### src/rtl/sar_seq.sv
module sar_seq #(
  parameter int DATA_W = 12,
  parameter int CHAN_W = 2
) (
  input  logic              clk,
  input  logic              rst_n,
  input  logic              cs_n,
  input  logic              wr_n,
  input  logic              rd_n,
  input  logic [CHAN_W-1:0] addr,
  input  logic              cmp_in,
  output logic              busy_n,
  output logic [DATA_W-1:0] data_out,
  output logic              data_oe,
  output logic [CHAN_W-1:0] chan_sel
);
  localparam logic [DATA_W-1:0] TOP_BIT = {1'b1, {(DATA_W-1){1'b0}}};

  typedef enum logic [1:0] {S_IDLE, S_CONV, S_SLEEP} st_t;

  st_t               state;
  logic              wr_q, rd_q;
  logic [CHAN_W-1:0] addr_q;
  logic [DATA_W-1:0] sar, trial;
  logic              asleep;
  logic              wr_fall, wr_rise, rd_rise;
  logic [DATA_W-1:0] keep;

  assign wr_fall = wr_q & ~wr_n & ~cs_n;
  assign wr_rise = ~wr_q & wr_n & ~cs_n;
  assign rd_rise = ~rd_q & rd_n & ~cs_n;
  assign keep    = cmp_in ? sar : (sar & ~trial);
  assign asleep  = (state == S_SLEEP);
  assign busy_n  = (state != S_CONV);
  assign data_oe = ~cs_n & ~rd_n & busy_n & ~asleep;

  always_ff @(posedge clk or negedge rst_n) begin
    if (!rst_n) begin
      state    <= S_IDLE;
      wr_q     <= 1'b1;
      rd_q     <= 1'b1;
      addr_q   <= '0;
      chan_sel <= '0;
      sar      <= '0;
      trial    <= '0;
      data_out <= '0;
    end else begin
      wr_q <= wr_n;
      rd_q <= rd_n;
      if (wr_rise || rd_rise) addr_q <= addr;
      case (state)
        S_IDLE: begin
          if (wr_fall) begin
            state    <= S_CONV;
            sar      <= TOP_BIT;
            trial    <= TOP_BIT;
            chan_sel <= addr_q;
          end else if (rd_rise && addr[0]) begin
            state <= S_SLEEP;
          end
        end
        S_CONV: begin
          sar   <= keep | (trial >> 1);
          trial <= trial >> 1;
          if (trial[0]) begin
            data_out <= keep;
            state    <= S_IDLE;
          end
        end
        S_SLEEP: begin
          if (rd_rise && !addr[0]) state <= S_IDLE;
        end
        default: state <= S_IDLE;
      endcase
    end
  end
endmodule

### config.mk
export PLATFORM = sky130hd
export DESIGN_NAME = sar_seq
export DESIGN_NICKNAME = d
export VERILOG_FILES = /design/src/rtl/sar_seq.sv
export SDC_FILE = /design/constraint.sdc
export NUM_CORES = 1
export LEC_CHECK = 0
export BUFFER_PORTS_ARGS = -buffer_cell sky130_fd_sc_hd__buf_2
export CORE_MARGIN = 2
export CORE_UTILIZATION = 50
export DETAILED_ROUTE_END_ITERATION = 12
export PLACE_DENSITY_LB_ADDON = 0.2
export SLEW_MARGIN = 20
export SYNTH_ARGS = -nofsm -noshare
export SYNTH_HDL_FRONTEND = slang
export SYNTH_SLANG_ARGS = --single-unit
export TNS_END_PERCENT = 10
### constraint.sdc
create_clock -name clk -period 1.7 [get_ports clk]
set_input_delay 0.34 -clock clk [delete_from_list [all_inputs] [get_ports clk]]
set_output_delay 0.34 -clock clk [all_outputs]
set_load 0.01 [all_outputs]
### Yosys cells after proc, flatten, opt, wreduce, memory -nomap -nowiden

Index checks and enable logic that the tools add are counted.
Widths: inputs -> output; s select.

| word-level totals | value |
|---|---|
| bits in read-only memories | 0 |
| register bits | 44 |
| memories | 0 |
| latch bits | 0 |
| RAM bits | 0 |

| operators by class | value |
|---|---|
| reductions and logical operators | 10 |
| divide/modulo/power cells | 0 |
| bitwise gates (word level) | 18 |
| order comparisons | 0 |
| add/subtract/negate cells | 0 |
| shift-type cells | 0 |
| multiplexer cells | 9 |
| multiply operators | 0 |
| equality and inequality tests | 7 |

Operators by type and width:

| operator | number |
|---|---|
| $pmux 12 s2 | 2 |
| $mux 12 | 2 |
| $and 12x12->12 | 1 |
| $not 12->12 | 1 |
| $or 12x11->12 | 1 |
| $and 1x1->1 | 9 |
| $mux 2 | 4 |
| $not 1->1 | 6 |
| $pmux 2 s3 | 1 |
| $reduce_and 2->1 | 3 |
| $ne 2x1->1 const B | 2 |
| $ne 2x2->1 const B | 2 |
| $ne 3x3->1 const B | 1 |
| $reduce_and 3->1 | 1 |
| $eq 2x1->1 const B | 1 |
| $eq 2x2->1 const B | 1 |
| $logic_and 1x1->1 | 2 |
| $logic_not 2->1 | 1 |
| $reduce_bool 2->1 | 1 |
| $logic_not 1->1 | 1 |
| $logic_or 1x1->1 | 1 |

### Logic depth before layout (Yosys ltp)

| logic depth | value |
|---|---|
| depth after elaboration | 7 |
| mapped depth | 6 |
| depth with buffers taken out | 4 |

### Worst setup path before layout

Ideal clock, no wire load.

| timing path | value |
|---|---|
| path kind | flip-flop to output port |
| from | register state[0] |
| to | output port data_oe |
| data arrival time | 1316 ps |
| cell stages (with the launch flop) | 6 |
| path slack | 44 ps |
| buffers on the path | 3 |
| cells stage by stage | dfrtp_1 -> buf_6 -> nor2b_4 -> buf_4 -> buf_6 -> nor4_1 |

| on the way | value |
|---|---|
| longest elaborated chain between the ends | 3 |

RTL lines:

| item | line | text |
|---|---|---|
| start: declaration | 21 | `st_t state;` |
| start signal: assignment | 39 | `state <= S_IDLE;` |
| start signal: assignment | 54 | `state <= S_CONV;` |
| start signal: assignment | 59 | `state <= S_SLEEP;` |
| $ne 2x1->1 / $eq 2x2->1 (equally long branches) | 34, 33 |  |
| $and 1x1->1 / $not 1->1 (equally long branches) | 35 | `assign data_oe = ~cs_n & ~rd_n & busy_n & ~asleep;` |
| $and 1x1->1 (*) | 35 |  |
| end: declaration | 14 | `output logic data_oe,` |

Mark *: on every way between the ends. The rest lies on a longest branch, timed or not.

### Worst setup path in the final report

Ends and elaborated chain as after synthesis.

==> out/results.ini <==
[status]
outcome=finished clean

[route]
drcViolationCount=0
num_vias=1279
firstDrtPassIters=4
routedWlPerCell_um=16.3
drt-total-wl_um=3550
drtIter0Drc=50
vias_per_cell=5.87
ant_nets=0

[grt]
grt_pass1_vias=1262
grtUsageTotal=0.193
gr-total-overflow=0
grt_max_degree=45
antenna_found_initial=0
grt_pass1_wl_um=6200

[cells_and_area]
area_growth_pct=14.7
final_cell_mix=dfrtp_1 (41), buf_2 (23), a22o_1 (22)
n_antenna_cell=0
final_cells=218
layout_commonest_cell=dfrtp_1
fillCellCount=307
fin_nets=177
stdcell_area_um2=2180
drive_above_1_share=0.365

[setup_path]
rrSetupSlack_ps=170
worstReg2RegStart=wr_q$_DFF_PN1_
r2r-end=sar[5]$_DFFE_PN0P_
r2r_cells=3
cp.arrival_ps=1300
crit_path_end_kind=output port
crit_required_ps=1360
worst-path-max-fanout=4
critPathLaunchType=flip-flop
crit_type=reg2out

[placement]
post-place-ws_ps=202
port_buffers=23
placed_area_um2=2040
post-dp-hpwl_um=2320
gp_congestion=0.703
dpl.cell_count=206

[die]
die_w_um=65.6
rows=22
io-pin-count=24
fp.dieH_um=65.6
fp.dieArea_um2=4310
start_util=0.519
core_um2=3660

[timing]
hold_viol_final=0
setup_viol=0
period_share=0.962
relSlewSlack=0.491
worst-slew-pin-transition_ps=761
finalSetupTns_ps=0
period_needed_ps=1640
skew_ps=6.18
rsz0062_at_grt=no
maxSlewViolCount=0
fmax_mhz=611
finalWorstSetupSlack_ps=64.0

[yosys]
synth-seq-area-share=0.581
syn_nets=148
synth_top_area_frac=0.553
synth.top_cells.by_area=dfrtp_1 (55%), a22o_1 (10%), mux2_2 (8.9%)
yosysTopAreaCell=dfrtp_1
synthDistinctLibCells=25
ys_seq_elements=44
synthCells=140
syn_area_per_cell_um2=13.6
ys.warnings.count=0
syn-cell-area_um2=1900

[pwr]
ir_drop_mv=0.718
power_density_nw_per_um2=1720
p_leak_nw=1.07
power.total_mw=3.74

[clock_network]
cts_tree=done
clk_pin_slew_ps=80
insertion_delay_ps=290
ctsLongestPathBuffers=2
cts_sinks=44
htreeDepth=2
postCtsHoldBufs=0
cts_buffers=5
cts_root_buffer=clkbuf_8

[job]
cap_violations=0

[min_path]
hold_class=in2async

## report_power, final
part           internal [mW]  leakage, nW  switching [mW]
clock                  0.331       0.0455           0.329
sequential              1.44        0.569           0.293
combinational          0.690        0.457           0.656
total                   2.46         1.07            1.28
## metrics by stage
stage | hold slack (ps) | utilization
floorplan | 44.4 | -
global placement | 441 | 0.558
detailed placement | 455 | 0.558
CTS | 131 | 0.593
global route | 153 | 0.595
finish | 116 | 0.595
## sequential cells by signal (all words and copies together) (netlist names)
register / flops
wr_q: 1
trial: 12
data_out: 12
sar: 12
rd_q: 1
state: 2
addr_q: 2
chan_sel: 2
## routing by layer
layer,global-route usage,vias to the layer above,share of wire
met1,0.256,650,0.45
met4,0.0755,0,0.015
met5,0,-,0
li1,-,587,-
met3,0.0565,6,0.049
met2,0.298,36,0.48
## cell usage after synthesis
| library cell | count |
|---|---|
| nor3b_2 | 1 |
| inv_1 | 2 |
| nor2_1 | 1 |
| a22o_1 | 22 |
| nand2b_1 | 4 |
| buf_4 | 1 |
| or3b_1 | 1 |
| o21ai_0 | 4 |
| a221o_1 | 11 |
| nor2b_1 | 1 |
| nand2_1 | 6 |
| dfrtp_1 | 42 |
| mux2_2 | 15 |
| clkbuf_1 | 3 |
| nor2_2 | 1 |
| o41ai_1 | 1 |
| a21boi_0 | 11 |
| buf_6 | 3 |
| a21oi_1 | 1 |
| nor2b_4 | 1 |
| o21bai_1 | 1 |
| buf_2 | 3 |
| nand3b_4 | 1 |
| nor4_1 | 1 |
| dfstp_2 | 2 |
## final cells by class
cell class | instances | area [µm²] | area share
Multi-Input combinational cell | 84 | 729 | 0.335
Clock buffer | 8 | 90.1 | 0.0414
Timing Repair Buffer | 32 | 186 | 0.0856
Tap cell | 48 | 60.1 | 0.0276
Inverter | 2 | 7.51 | 0.00345
Sequential cell | 44 | 1100 | 0.507
## kinds of logic after synthesis
family                 count (synthesis)  share of synthesized area
AO/OA/AOI/OAI                         51                      0.225
flip-flops                            44                      0.581
AND/OR/NAND/NOR                       18                     0.0659
multiplexers                          15                     0.0889
buffers and inverters                 12                     0.0395
## worst max path at each step
stage | startpoint | end | slack (ps) | depth (start not counted)
finish | state[0]$_DFFE_PN0P_ | data_oe | 60 | 3
global route | state[0]$_DFFE_PN0P_ | data_oe | 20 | 3
CTS | state[1]$_DFFE_PN0P_ | data_oe | 30 | 3
detailed placement | wr_q$_DFF_PN1_ | trial[5]$_DFFE_PN0P_ | 200 | 3
global placement | state[1]$_DFFE_PN0P_ | chan_sel[0]$_DFFE_PN0P_ | 230 | 4
floorplan | state[0]$_DFFE_PN0P_ | data_oe | 40 | 5
## timing repair
action | 4_1_cts | 5_1_grt
setup endpoints to repair | 1 | 1
buffers inserted | 3 | 1
gates resized for setup | 4 | 0
pin swaps | 1 | 1
## critical path: stages (launching register included)
cell and delay, ps:
dfrtp_1 420, nor2b_4 160, nor4_2 240, buf_2 180
(Power assumes the default switching activity.)
